<file path="src/rtl/sts_pkg.sv">
package sts_pkg;
  // Phase of the line hand-over sequence.
  typedef enum logic [1:0] {
    ST_IDLE = 2'd0,  // nobody owns the line
    ST_OWN  = 2'd1,  // owner enabled, drive level follows its request
    ST_PARK = 2'd2,  // owner forced high for one clock before floating
    ST_DEAD = 2'd3   // mandatory undriven clock after a release
  } sts_state_e;
endpackage

</file>
<file path="src/rtl/sts_hand_fsm.sv">
module sts_hand_fsm
  import sts_pkg::*;
#(
  parameter int N   = 4,
  parameter int IDW = 2
) (
  input  logic           clk,
  input  logic           rst_n,
  input  logic           claim_valid,
  input  logic [IDW-1:0] claim_id,
  input  logic [N-1:0]   assert_req,
  input  logic [N-1:0]   release_req,
  output sts_state_e     state,
  output logic [IDW-1:0] owner,
  output logic           drive_low,
  output logic           claim_ready
);
  localparam logic [IDW:0] NUM_AGENTS = (IDW+1)'(N);

  sts_state_e     state_n;
  logic [IDW-1:0] owner_n;
  logic           drive_low_n;
  logic           accept;
  logic           own_assert;
  logic           own_release;

  assign claim_ready = (state == ST_IDLE) || (state == ST_DEAD);
  assign accept      = claim_valid && claim_ready && ({1'b0, claim_id} < NUM_AGENTS);
  assign own_assert  = assert_req[owner];
  assign own_release = release_req[owner];

  always_comb begin
    state_n     = state;
    owner_n     = owner;
    drive_low_n = drive_low;
    unique case (state)
      ST_IDLE, ST_DEAD: begin
        drive_low_n = 1'b0;
        if (accept) begin
          state_n = ST_OWN;
          owner_n = claim_id;
        end else begin
          state_n = ST_IDLE;
        end
      end
      ST_OWN: begin
        if (own_release) begin
          state_n     = drive_low ? ST_PARK : ST_DEAD;
          drive_low_n = 1'b0;
        end else begin
          drive_low_n = own_assert;
        end
      end
      ST_PARK: begin
        state_n     = ST_DEAD;
        drive_low_n = 1'b0;
      end
      default: state_n = ST_IDLE;
    endcase
  end

  always_ff @(posedge clk) begin
    if (!rst_n) begin
      state     <= ST_IDLE;
      owner     <= '0;
      drive_low <= 1'b0;
    end else begin
      state     <= state_n;
      owner     <= owner_n;
      drive_low <= drive_low_n;
    end
  end
endmodule

</file>
<file path="src/rtl/sts_drive_fanout.sv">
module sts_drive_fanout
  import sts_pkg::*;
#(
  parameter int N   = 4,
  parameter int IDW = 2
) (
  input  sts_state_e     state,
  input  logic [IDW-1:0] owner,
  input  logic           drive_low,
  output logic [N-1:0]   oe,
  output logic [N-1:0]   val
);
  logic holding;
  logic pulling;

  assign holding = (state == ST_OWN) || (state == ST_PARK);
  assign pulling = (state == ST_OWN) && drive_low;

  for (genvar i = 0; i < N; i++) begin : g_agent
    localparam logic [IDW-1:0] MY_ID = IDW'(i);
    assign oe[i]  = holding && (owner == MY_ID);
    assign val[i] = !(pulling && (owner == MY_ID));
  end
endmodule

</file>
<file path="src/rtl/sts_line_resolve.sv">
module sts_line_resolve #(
  parameter int N = 4
) (
  input  logic [N-1:0] oe,
  input  logic [N-1:0] val,
  output logic         line,
  output logic         contention
);
  localparam int CW = $clog2(N + 1);

  logic [CW-1:0] n_drivers;

  // Pull-up: undriven agents contribute a 1, driven agents their value.
  assign line = &(val | ~oe);

  always_comb begin
    n_drivers = '0;
    for (int k = 0; k < N; k++) begin
      n_drivers = n_drivers + CW'(oe[k]);
    end
  end

  assign contention = (n_drivers > CW'(1));
endmodule

</file>
<file path="src/rtl/sts_rule_mon.sv">
module sts_rule_mon
  import sts_pkg::*;
#(
  parameter int N = 4
) (
  input  logic         clk,
  input  logic         rst_n,
  input  sts_state_e   state,
  input  logic [N-1:0] oe,
  input  logic [N-1:0] assert_req,
  output logic         idle_err,
  output logic         rogue_err
);
  logic in_gap;

  assign in_gap = (state == ST_DEAD);

  always_ff @(posedge clk) begin
    if (!rst_n) begin
      idle_err  <= 1'b0;
      rogue_err <= 1'b0;
    end else begin
      idle_err  <= in_gap && (|assert_req);
      rogue_err <= !in_gap && (|(assert_req & ~oe));
    end
  end
endmodule

</file>
<file path="src/rtl/sts_owner_ctl.sv">
module sts_owner_ctl
  import sts_pkg::*;
#(
  parameter int N_AGENTS = 4,
  parameter int ID_W     = (N_AGENTS > 1) ? $clog2(N_AGENTS) : 1
) (
  input  logic                clk,
  input  logic                rst_n,
  input  logic                claim_valid,
  input  logic [ID_W-1:0]     claim_id,
  output logic                claim_ready,
  input  logic [N_AGENTS-1:0] assert_req,
  input  logic [N_AGENTS-1:0] release_req,
  output logic [N_AGENTS-1:0] oe_o,
  output logic [N_AGENTS-1:0] val_o,
  output logic                line_o,
  output logic                contention_o,
  output logic                idle_err_o,
  output logic                rogue_err_o
);
  sts_state_e      state;
  logic [ID_W-1:0] owner;
  logic            drive_low;

  sts_hand_fsm #(.N(N_AGENTS), .IDW(ID_W)) u_fsm (
    .clk         (clk),
    .rst_n       (rst_n),
    .claim_valid (claim_valid),
    .claim_id    (claim_id),
    .assert_req  (assert_req),
    .release_req (release_req),
    .state       (state),
    .owner       (owner),
    .drive_low   (drive_low),
    .claim_ready (claim_ready)
  );

  sts_drive_fanout #(.N(N_AGENTS), .IDW(ID_W)) u_fan (
    .state     (state),
    .owner     (owner),
    .drive_low (drive_low),
    .oe        (oe_o),
    .val       (val_o)
  );

  sts_line_resolve #(.N(N_AGENTS)) u_res (
    .oe         (oe_o),
    .val        (val_o),
    .line       (line_o),
    .contention (contention_o)
  );

  sts_rule_mon #(.N(N_AGENTS)) u_mon (
    .clk        (clk),
    .rst_n      (rst_n),
    .state      (state),
    .oe         (oe_o),
    .assert_req (assert_req),
    .idle_err   (idle_err_o),
    .rogue_err  (rogue_err_o)
  );
endmodule

</file>
<file path="config.mk">
export PLATFORM = sky130hd
export DESIGN_NAME = sts_owner_ctl
export DESIGN_NICKNAME = d
export VERILOG_FILES = /design/src/rtl/sts_pkg.sv /design/src/rtl/sts_hand_fsm.sv /design/src/rtl/sts_drive_fanout.sv /design/src/rtl/sts_line_resolve.sv /design/src/rtl/sts_rule_mon.sv /design/src/rtl/sts_owner_ctl.sv
export SDC_FILE = /design/constraint.sdc
export NUM_CORES = 1
export LEC_CHECK = 0
export BUFFER_PORTS_ARGS = -buffer_cell sky130_fd_sc_hd__buf_4
export CELL_PAD_IN_SITES_DETAIL_PLACEMENT = 1
export CELL_PAD_IN_SITES_GLOBAL_PLACEMENT = 1
export CORE_MARGIN = 2
export CORE_UTILIZATION = 31
export CTS_CLUSTER_SIZE = 25
export DETAILED_ROUTE_END_ITERATION = 10
export PLACE_DENSITY = 0.81
export SETUP_SLACK_MARGIN = 0.1
export SLEW_MARGIN = 25
export SYNTH_ARGS = -nofsm -noshare
export SYNTH_HDL_FRONTEND = slang
export SYNTH_SLANG_ARGS = --single-unit
</file>
<file path="constraint.sdc">
create_clock -name clk -period 2.4 [get_ports clk]
set_input_delay 0.24 -clock clk [delete_from_list [all_inputs] [get_ports clk]]
set_output_delay 0.24 -clock clk [all_outputs]
set_load 0.01 [all_outputs]
</file>
==> results of run 1 <==
==> power by group through the flow <==
stage	logic, mW	clock network (mW)	registers (mW)
floorplan	0.263	0	0.176
global placement	0.415	0	0.179
detailed placement	0.428	0	0.183
CTS	0.514	0.113	0.178
global route	0.654	0.122	0.185
finish	0.605	0.112	0.180
==> per-layer routing <==
layer | global-route usage [%] | part of all wire (%)
met2 | 32.78 | 55
met1 | 21.21 | 41
met5 | 0 | 0
met4 | 10.00 | 1.1
met3 | 2.353 | 3.4
==> cell usage in the layout, fill, tap and decap left out, drive strengths merged <==
cell type and count:
o311ai 1, clkbuf 4, nand2 8, nand4b 1, a211o 1, or2 1, a32oi 1, mux2i 4
inv 6, nor2 5, a21oi 1, mux2 3, or3 2, buf 34, nand4 1, a221oi 1
o22a 1, nor3b 1, a211oi 1, and3b 1, dfxtp 7, ha 6, o22ai 2, nand2b 2
nand3 1, and3 1, nor4 1, nor2b 5
==> sequential cells by signal (all words and copies together), names as in the netlist <==
name             count
u_mon.rogue_err      1
u_fsm.owner          2
u_fsm.drive_low      1
u_fsm.state          2
u_mon.idle_err       1
==> through the flow <==
step	setup WS, ns	power, mW
4_1_cts	0.1068	0.8051
5_1_grt	0.1063	0.9616
3_5_place_dp	0.2035	0.6106
3_3_place_gp	0.2575	0.5937
2_1_floorplan	0.2216	0.4392
6_report	0.1560	0.8964
==> critical path: cells and delay by family (launching register included) <==
kind            cells  cell delay, ns
fa+ha+maj           3            0.71
flops               1            0.33
compound gates      1            0.30
simple gates        1            0.23
buf+inv             2            0.17
==> layout make-up <==
cell class / instances / share of cell area, %
clock buffer: 4 / 2.857
tap: 25 / 3.401
inverter: 6 / 2.449
multi-input combinational: 52 / 47.62
sequential: 7 / 15.51
timing repair buffer: 34 / 28.16
==> timing repair <==
action,4_1_cts,5_1_grt
pin swaps,1,3
hold buffers,0,0
setup buffers,3,3
resized for setup,5,5
endpoints found under the setup margin,1,1
==> final timing paths <==
| check | startpoint | slack, ns | depth (start not counted) | endpoint |
|---|---|---|---|---|
| setup / recovery | u_fsm.state[0]$_SDFFE_PN0P_ | 0.16 | 7 | contention_o |
| hold reg to reg | u_fsm.state[1]$_SDFFE_PN0P_ | 0.62 | 3 | u_fsm.state[1]$_SDFFE_PN0P_ |
| hold / removal | assert_req[3] | 0.23 | 3 | u_mon.idle_err$_SDFF_PN0_ |
| setup reg to reg | u_fsm.state[0]$_SDFFE_PN0P_ | 0.79 | 6 | u_fsm.drive_low$_SDFF_PP0_ |
==> kinds of logic (layout without fill, tap and decap cells) <==
| logic type | count (synthesis) | count (layout) |
|---|---|---|
| flip-flops | 7 | 7 |
| adder cells (fa/ha/maj) | 6 | 6 |
| multiplexers | 7 | 7 |
| AO/OA/AOI/OAI | 9 | 9 |
| buffers and inverters | 8 | 44 |
| AND/OR/NAND/NOR | 30 | 30 |
==> impl_results.md, run 1 <==
- Worst Tran Pin Value: 0.3179 ns
- Largest family of logic cells by synthesized area: simple AND/OR/NAND/NOR gates
- Vias: 626
- Fillers: 217
- Clk pwr share: 12.5%
- Pins Over Slew Limit: 0
- Rel. slew slack: 78.61%
- Worst EP required: 2.16 ns
- Setup Crit Path Kind: reg2out
- Area leader, netlist: dfxtp_1
- WL/cell: 14.32 um
- Largest net degree at the start of global routing: 11
- Share of the synthesized area in the top cell type: 24.78%
- Drt drc: 0
- Syn_area_per_cell: 8.441 um2
- Die W: 46.71 um
- Register area: 142.6 um2
- Adder-cell share of the synthesized area: 13.27%
- Final min period: 2.244 ns
- GRT Overall Usage: 18.43%
- Comb pwr share: 67.5%
- RSZ-0062 raised after global routing: no
- Sequential element share of the synthesized area: 24.78%
- Status: completed
- Post-Syn Instances: 67
- Nets@finish: 123
- Mux cell area share after synthesis: 13.72%
- Switching Fraction: 39.72%
- Clk slew on worst S/H paths: 0.05 ns
- Max Freq: 445.6 MHz
- Flop pwr share: 20.1%
- Root Driver: clkbuf_4
- Post-synthesis xor/xnor area fraction: 0%
- Inserted Clock Buffers: 3
- Post-Layout Cell Count: 128
- Port buffer count: 25
- Top-count cell post-synth: nand2_1
- Routability cong.: 0.7612
- Worst ir drop on vdd: 416.9 uV
- Synth Area in Simple Gates: 28.32%
- Post-DR vias/cell: 4.891
- Worst Setup Start Kind: register
- LEAKAGE: 0.4255 nW
- I/O Pins: 26
- Final ANT Viol Nets: 0
- Top_reg_cell synth: dfxtp_1
- Final Util: 53.26%
- Internal: 540.4 uW
- Final period util: 93.50%
- Register bit total from synthesis: 7
- Net count after synthesis: 86
- Antenna cell count: 0
- Number of max-cap violations: 0
- Synth warn: 0
- Synth async-reset ratio: 0%
- Type of the worst min-delay path: in2reg
- CP Capture Type: primary output
- Yosys cell types: 29
- Core area: 0.001727 mm2
- Synth area leaders: dfxtp_1, ha_1, mux2i_1, nor2b_1, nand2_1
- Clock tree buffer depth: 2
- DIE AREA: 0.002182 mm2
- Initial antenna violation count: 0
- Worst path arrival time: 2.00 ns
- Setup TNS: 0 ns
- Final setup viols: 0
- Compound-Gate Fraction of Synth Area: 13.27%
- Design Area, Final: 919.6 um2
- Initial Utilization: 32.75%
- Row count: 15
- Hold Slack: 0.2321 ns
- Synthesis-to-finish area growth: 62.61%
- Share of layout cells above drive strength 1: 49.51%
- Post-DP HPWL: 1305 um
- Iter 0 DRT Violations: 4
- Final hold vios: 0
- Post-Syn Area: 565.5 um2
- First-pass GRT wire length: 2780 um
- Worst-Skew Late Latency: 0.26 ns
- CP most frequent cell: ha_4
- Worst-path cell chain: inv_2 > ha_4 > nor3b_4 > ha_4 > ha_4 > a211o_1 > buf_6
- DIE HEIGHT: 46.71 um
- Multi-input gate area: 437.9 um2
- CP max FO: 3
- Htree depth: 1
- Slowest CP cell: dfxtp_2
- Vias in the first global route: 621
- CTS tree: yes
- Switching pwr: 356.1 uW
- Final Routed Wirelength: 1833 um
- Total gr overflow: 0
- Layout Skew: 0.004056 ns
- Dpl cell area: 797.0 um2
- Placed Cells: 118
- CTS sink cnt: 7
- Pwr dens: 974.7 mW/mm2
- Delay of the slowest cell on the worst path: 0.33 ns
- Synth top cells by count: nand2_1, dfxtp_1, ha_1, inv_1
- Post-synth EDFFs: 0
- First-pass DRT Iterations: 3
Power figures use the tool's default switching activity.
==> run 2, diff against run 1 <==
CTS_CLUSTER_SIZE = 30   (was 25)
SETUP_SLACK_MARGIN = 0.4   (was 0.1)
==> run 2 against run 1 <==
Net effect:
- design area is 1.4% higher
- wire length is 4.9% lower
- worst setup slack better by 0.017 ns
- sequential share of layout area is 0.060 points higher
- total power is 0.36% higher
==> impl_results.md, run 2 (synthesis gave the netlist of run 1 again) <==
- LEAKAGE: 0.4313 nW (was 0.4255 nW)
- Status: completed (unchanged)
- Antenna cell count: 0 (unchanged)
- CP max FO: 3 (unchanged)
- Pwr dens: 965.1 mW/mm2 (was 974.7 mW/mm2)
- Met3 GRT Util: 2.745% (was 2.353%)
- Flop pwr share: 21.1% (was 20.1%)
- Synthesis-to-finish area growth: 64.82% (was 62.61%)
- # hold bufs at CTS: 0 (unchanged)
- Pins Over Slew Limit: 0 (unchanged)
- Row count: 15 (unchanged)
- Rel. slew slack: 78.15% (was 78.61%)
- Clk slew on worst S/H paths: 0.05 ns (about the same)
- Worst-Skew Late Latency: 0.26 ns (about the same)
- Final period util: 92.80% (was 93.50%)
- Largest registers: u_fsm.owner: 2 flops, u_fsm.state: 2 flops (unchanged)
- Root Driver: clkbuf_4 (unchanged)
- Most common cell after layout, fill and taps aside: buf_4 (unchanged)
- CP Capture Type: primary output (unchanged)
- Iter 0 DRT Violations: 5 (was 4)
- DIE HEIGHT: 46.71 um (unchanged)
- Most frequent cells in the layout: buf_4, nand2_1, nor2_1, nor2b_1, dfxtp_1 (unchanged)
- Met2 Usage GRT: 31.94% (was 32.78%)
- Initial Utilization: 32.75% (unchanged)
- Vias in the first global route: 641 (was 621)
- Htree depth: 1 (unchanged)
- Share of layout cells above drive strength 1: 50.00% (was 49.51%)
- Worst path arrival time: 1.99 ns (was 2.00 ns)
- Post-Layout Cell Count: 129 (was 128)
- I/O Pins: 26 (unchanged)
- Final Routed Wirelength: 1743 um (was 1833 um)
- Number of max-cap violations: 0 (unchanged)
- Final setup viols: 0 (unchanged)
- Largest net degree at the start of global routing: 9 (was 11)
- Port buffer count: 25 (unchanged)
- Gr busiest metal: met2 (unchanged)
- Worst Setup Start Kind: register (unchanged)
- Switching pwr: 351.8 uW (was 356.1 uW)
- Comb pwr share: 66.1% (was 67.5%)
- DIE AREA: 0.002182 mm2 (unchanged)
- Core area: 0.001727 mm2 (unchanged)
- Internal: 547.9 uW (was 540.4 uW)
- RSZ-0062 raised after global routing: yes (was no)
- Max Freq: 449.0 MHz (was 445.6 MHz)
- CTS sink cnt: 7 (unchanged)
- Drt drc: 0 (unchanged)
- CTS tree: yes (unchanged)
- Inserted Clock Buffers: 3 (unchanged)
- Nets@finish: 124 (was 123)
- Worst ir drop on vdd: 579.3 uV (was 416.9 uV)
- Die W: 46.71 um (unchanged)
- First-pass GRT wire length: 2753 um (was 2780 um)
- Post-DP HPWL: 1233 um (was 1305 um)
- Routability cong.: 0.7651 (was 0.7612)
- Worst Tran Pin Value: 0.3237 ns (was 0.3179 ns)
- R2R setup slack: 0.89 ns (was 0.79 ns)
- Final ANT Viol Nets: 0 (unchanged)
- Type of the worst min-delay path: in2reg (unchanged)
- Met1 Track Usage GR: 21.73% (was 21.21%)
- WL/cell: 13.51 um (was 14.32 um)
- Total gr overflow: 0 (unchanged)
- Layout Skew: 0.0007933 ns (was 0.004056 ns)
- GRT Overall Usage: 18.37% (was 18.43%)
- Clock tree buffer depth: 2 (unchanged)
- Vias: 624 (was 626)
- Final min period: 2.227 ns (was 2.244 ns)
- Post-DR vias/cell: 4.837 (was 4.891)
- Worst EP required: 2.16 ns (about the same)
- Setup Crit Path Kind: reg2out (unchanged)
- Initial antenna violation count: 0 (unchanged)
- Switching Fraction: 39.10% (was 39.72%)
- Clk pwr share: 12.8% (was 12.5%)
- Final hold vios: 0 (unchanged)
- Placed Cells: 117 (was 118)
- Setup TNS: 0 ns (unchanged)
- First-pass DRT Iterations: 4 (was 3)
## run 2: layout make-up
type                    instances  area (um2)
fillers                       214       794.5
inverters                       6       25.02
multi-input cells              52       437.9
clock buffers                   4       26.28
flip-flops and latches          7       145.1
well taps                      25       31.28
repair buffers                 35       266.5
## run 2: routing by layer
| layer | vias to the layer above | part of all wire, % |
|---|---|---|
| met1 | 290 | 43 |
| li1 | 312 | - |
| met3 | 2 | 5.3 |
| met4 | 0 | 1.3 |
| met2 | 20 | 50 |
| met5 | - | 0 |
## run 2: final timing paths
kind	startpoint	endpoint	cells past startpoint
setup / recovery	u_fsm.state[0]$_SDFFE_PN0P_	contention_o	7
hold / removal	assert_req[1]	u_mon.idle_err$_SDFF_PN0_	3
setup reg to reg	u_fsm.owner[1]$_SDFFE_PN0P_	u_fsm.state[0]$_SDFFE_PN0P_	4
hold reg to reg	u_fsm.state[0]$_SDFFE_PN0P_	u_fsm.state[0]$_SDFFE_PN0P_	3
## run 2: what timing repair did
item                       4_1_cts  5_1_grt
setup endpoints to repair        1        1
gates resized for setup          6        0
pin swaps                        3        0
hold endpoints to repair         0        0
buffers inserted                 7        1
## run 2: worst max-delay path: stages, from the launching register on
cell,delay (ns)
dfxtp_2,0.34
inv_2,0.05
ha_4,0.27
nor3b_4,0.24
ha_4,0.24
ha_4,0.20
a211o_1,0.26
buf_6,0.12
## run 2: power groups by stage
stage                     Combinational (mW)  Sequential [mW]  Clock [mW]
after floorplan                        0.302            0.184           0
after global placement                 0.427            0.190           0
after detailed placement               0.443            0.195           0
after CTS                              0.569            0.189       0.116
after global routing                   0.656            0.195       0.123
final                                  0.595            0.190       0.115
## run 2: stage by stage
step / instance area [um2] / worst slack [ns] / total power [mW] / utilization (%) / hold WS, ns
after global placement: 810.8 / 0.3062 / 0.6165 / 46.96 / 0.4742
after CTS: 924.6 / 0.1905 / 0.8741 / 53.55 / 0.2264
final: 932.1 / 0.1728 / 0.8997 / 53.99 / 0.2212
after detailed placement: 810.8 / 0.2417 / 0.6375 / 46.96 / 0.4899
after floorplan: 591.8 / 0.3747 / 0.4861 / - / 0.3592
after global routing: 932.1 / 0.1174 / 0.9749 / 53.99 / 0.2504
==> run 3, diff against run 2 <==
CTS_CLUSTER_DIAMETER = 50   (was not set)
GPL_TIMING_DRIVEN = 1   (was not set)
PLACE_DENSITY = 0.72   (was 0.81)
==> run 3 against run 2 <==
Net effect:
- clock skew grew 0.00071 ns
- sequential share of layout area shrank 0.19 points
- maximum frequency shrank 1.5%
- critical path type unchanged
- critical endpoint unchanged
- largest cell class unchanged
==> impl_results.md, run 3 (synthesis gave the netlist of run 1 again) <==
- Status: completed (unchanged)
- Root Driver: clkbuf_4 (unchanged)
- Synthesis-to-finish area growth: 63.94% (was 64.82%)
- GRT Overall Usage: 19.37% (was 18.37%)
- Nets@finish: 124 (unchanged)
- Final min period: 2.260 ns (was 2.227 ns)
- Final Routed Wirelength: 1762 um (was 1743 um)
- Post-DR vias/cell: 4.814 (was 4.837)
- Total gr overflow: 0 (unchanged)
- Pwr dens: 976.1 mW/mm2 (was 965.1 mW/mm2)
- WL/cell: 13.66 um (was 13.51 um)
- CTS tree: yes (unchanged)
- Worst Setup Start Kind: register (unchanged)
- Worst-Skew Late Latency: 0.26 ns (about the same)
- Vias in the first global route: 580 (was 641)
- FF-to-FF End: u_fsm.state[0]$_SDFFE_PN0P_ (unchanged)
- Drt drc: 0 (unchanged)
- Initial Utilization: 32.75% (unchanged)
- Core area: 0.001727 mm2 (unchanged)
- Worst EP required: 2.16 ns (about the same)
- Final setup viols: 0 (unchanged)
- Final hold vios: 0 (unchanged)
- Port buffer count: 25 (unchanged)
- Delay of the slowest cell on the worst path: 0.34 ns (about the same)
- Worst path arrival time: 2.02 ns (was 1.99 ns)
- Worst ir drop on vdd: 438.8 uV (was 579.3 uV)
- Multi-input gate area: 437.9 um2 (unchanged)
- Largest net degree at the start of global routing: 12 (was 9)
- Number of max-cap violations: 0 (unchanged)
- Most common cell after layout, fill and taps aside: buf_4 (unchanged)
- Worst Tran Pin Value: 0.3005 ns (was 0.3237 ns)
- Type of the worst min-delay path: in2reg (unchanged)
- Final setup margin: 0.1397 ns (was 0.1728 ns)
- Post-DP HPWL: 1227 um (was 1233 um)
- Setup TNS: 0 ns (unchanged)
- Slowest CP cell: dfxtp_2 (unchanged)
- Inserted Clock Buffers: 3 (unchanged)
- Pins Over Slew Limit: 0 (unchanged)
- DIE AREA: 0.002182 mm2 (unchanged)
- Power Total: 905.0 uW (was 899.7 uW)
- Fillers: 223 (was 214)
- DIE HEIGHT: 46.71 um (unchanged)
- Die W: 46.71 um (unchanged)
- I/O Pins: 26 (unchanged)
- Reg2reg start: u_fsm.owner[1]$_SDFFE_PN0P_ (unchanged)
- WHS Endpoint: u_mon.idle_err$_SDFF_PN0_ (unchanged)
- R2R depth: 4 (unchanged)
- Antenna cell count: 0 (unchanged)
- CTS sink cnt: 7 (unchanged)
- CP most frequent cell: ha_4 (unchanged)
- Share of layout cells above drive strength 1: 50.00% (unchanged)
- Iter 0 DRT Violations: 6 (was 5)
- Max Freq: 442.4 MHz (was 449.0 MHz)
- R2R setup slack: 0.93 ns (was 0.89 ns)
- RSZ-0062 raised after global routing: yes (unchanged)
- Final period util: 94.18% (was 92.80%)
- Hold path start: assert_req[1] (unchanged)
- First-pass GRT wire length: 2753 um (unchanged)
- CP max FO: 4 (was 3)
- Initial antenna violation count: 0 (unchanged)
- Hold Path Depth: 3 (unchanged)
- Row count: 15 (unchanged)
- Register area: 142.6 um2 (was 145.1 um2)
- Rel. slew slack: 79.78% (was 78.15%)
- Clk slew on worst S/H paths: 0.06 ns (was 0.05 ns)
- Layout Skew: 0.001503 ns (was 0.0007933 ns)
- LEAKAGE: 0.4301 nW (was 0.4313 nW)
- CP Capture Type: primary output (unchanged)
- # hold bufs at CTS: 0 (unchanged)
- First-pass DRT Iterations: 4 (unchanged)
- Htree depth: 1 (unchanged)
- Setup Crit Path Kind: reg2out (unchanged)
- Vias: 621 (was 624)
- Most frequent cells in the layout: buf_4, nand2_1, nor2_1, nor2b_1, dfxtp_1 (unchanged)
- Clock tree buffer depth: 2 (unchanged)
- Worst-path cell chain: inv_2 > ha_4 > nor3b_4 > ha_4 > ha_4 > a211o_1 > buf_6 (unchanged)
- Routability cong.: 0.7207 (was 0.7651)
- Place WS: 0.2602 ns (was 0.2417 ns)
- Final ANT Viol Nets: 0 (unchanged)
- Largest registers: u_fsm.owner: 2 flops, u_fsm.state: 2 flops (unchanged)
run 3: critical path: cells and delay by family (launching register included):
kind | cells | cell delay (ns)
AND/OR/NAND/NOR | 1 | 0.25
flip-flops | 1 | 0.34
buffers and inverters | 2 | 0.17
adder cells (fa/ha/maj) | 3 | 0.74
AO/OA/AOI/OAI | 1 | 0.26
run 3: stage by stage:
step | hold slack [ns] | area, um2 | utilization (%) | std cells
2_1_floorplan | 0.3592 | 591.8 | - | 67
3_3_place_gp | 0.4863 | 810.8 | 46.96 | 117
3_5_place_dp | 0.4844 | 810.8 | 46.96 | 117
4_1_cts | 0.2281 | 927.1 | 53.70 | 129
5_1_grt | 0.2238 | 927.1 | 53.70 | 129
6_report | 0.2221 | 927.1 | 53.70 | 129
run 3: repair_timing:
action                     4_1_cts  5_1_grt
pin swaps                        3        0
setup endpoints to repair        1        1
gates resized for setup          4        0
buffers inserted                 8        0
run 3: final cells by class:
cell class	instances	share of cell area (%)
Multi-Input combinational cell	52	47.23
Timing Repair Buffer	35	28.74
Sequential cell	7	15.38
Tap cell	25	3.374
Clock buffer	4	2.834
Inverter	6	2.429
run 3: layer usage:
metal / share of wire, % / wire length, um / vias to the layer above / global-route usage (%)
met3: 4.3 / 76 / 4 / 5.882
met5: 0 / 0 / - / 0
met4: 2.0 / 36 / 0 / 10.00
met1: 44 / 779 / 286 / 23.72
met2: 49 / 869 / 21 / 30.56
li1: - / - / 310 / -
run 3: where the power goes:
part / total [mW] / internal [mW] / switching (mW)
combinational: 0.613 / 0.340 / 0.273
sequential: 0.178 / 0.150 / 0.0280
clock: 0.114 / 0.0639 / 0.0501
run 3: worst max-delay path by stage:
stage,endpoint,slack [ns],start
6_report,contention_o,0.14,u_fsm.state[0]$_SDFFE_PN0P_
5_1_grt,contention_o,0.09,u_fsm.state[0]$_SDFFE_PN0P_
4_1_cts,contention_o,0.21,u_fsm.state[1]$_SDFFE_PN0P_
3_5_place_dp,contention_o,0.26,u_fsm.state[0]$_SDFFE_PN0P_
3_3_place_gp,contention_o,0.30,u_fsm.state[0]$_SDFFE_PN0P_
2_1_floorplan,contention_o,0.37,u_fsm.state[0]$_SDFFE_PN0P_
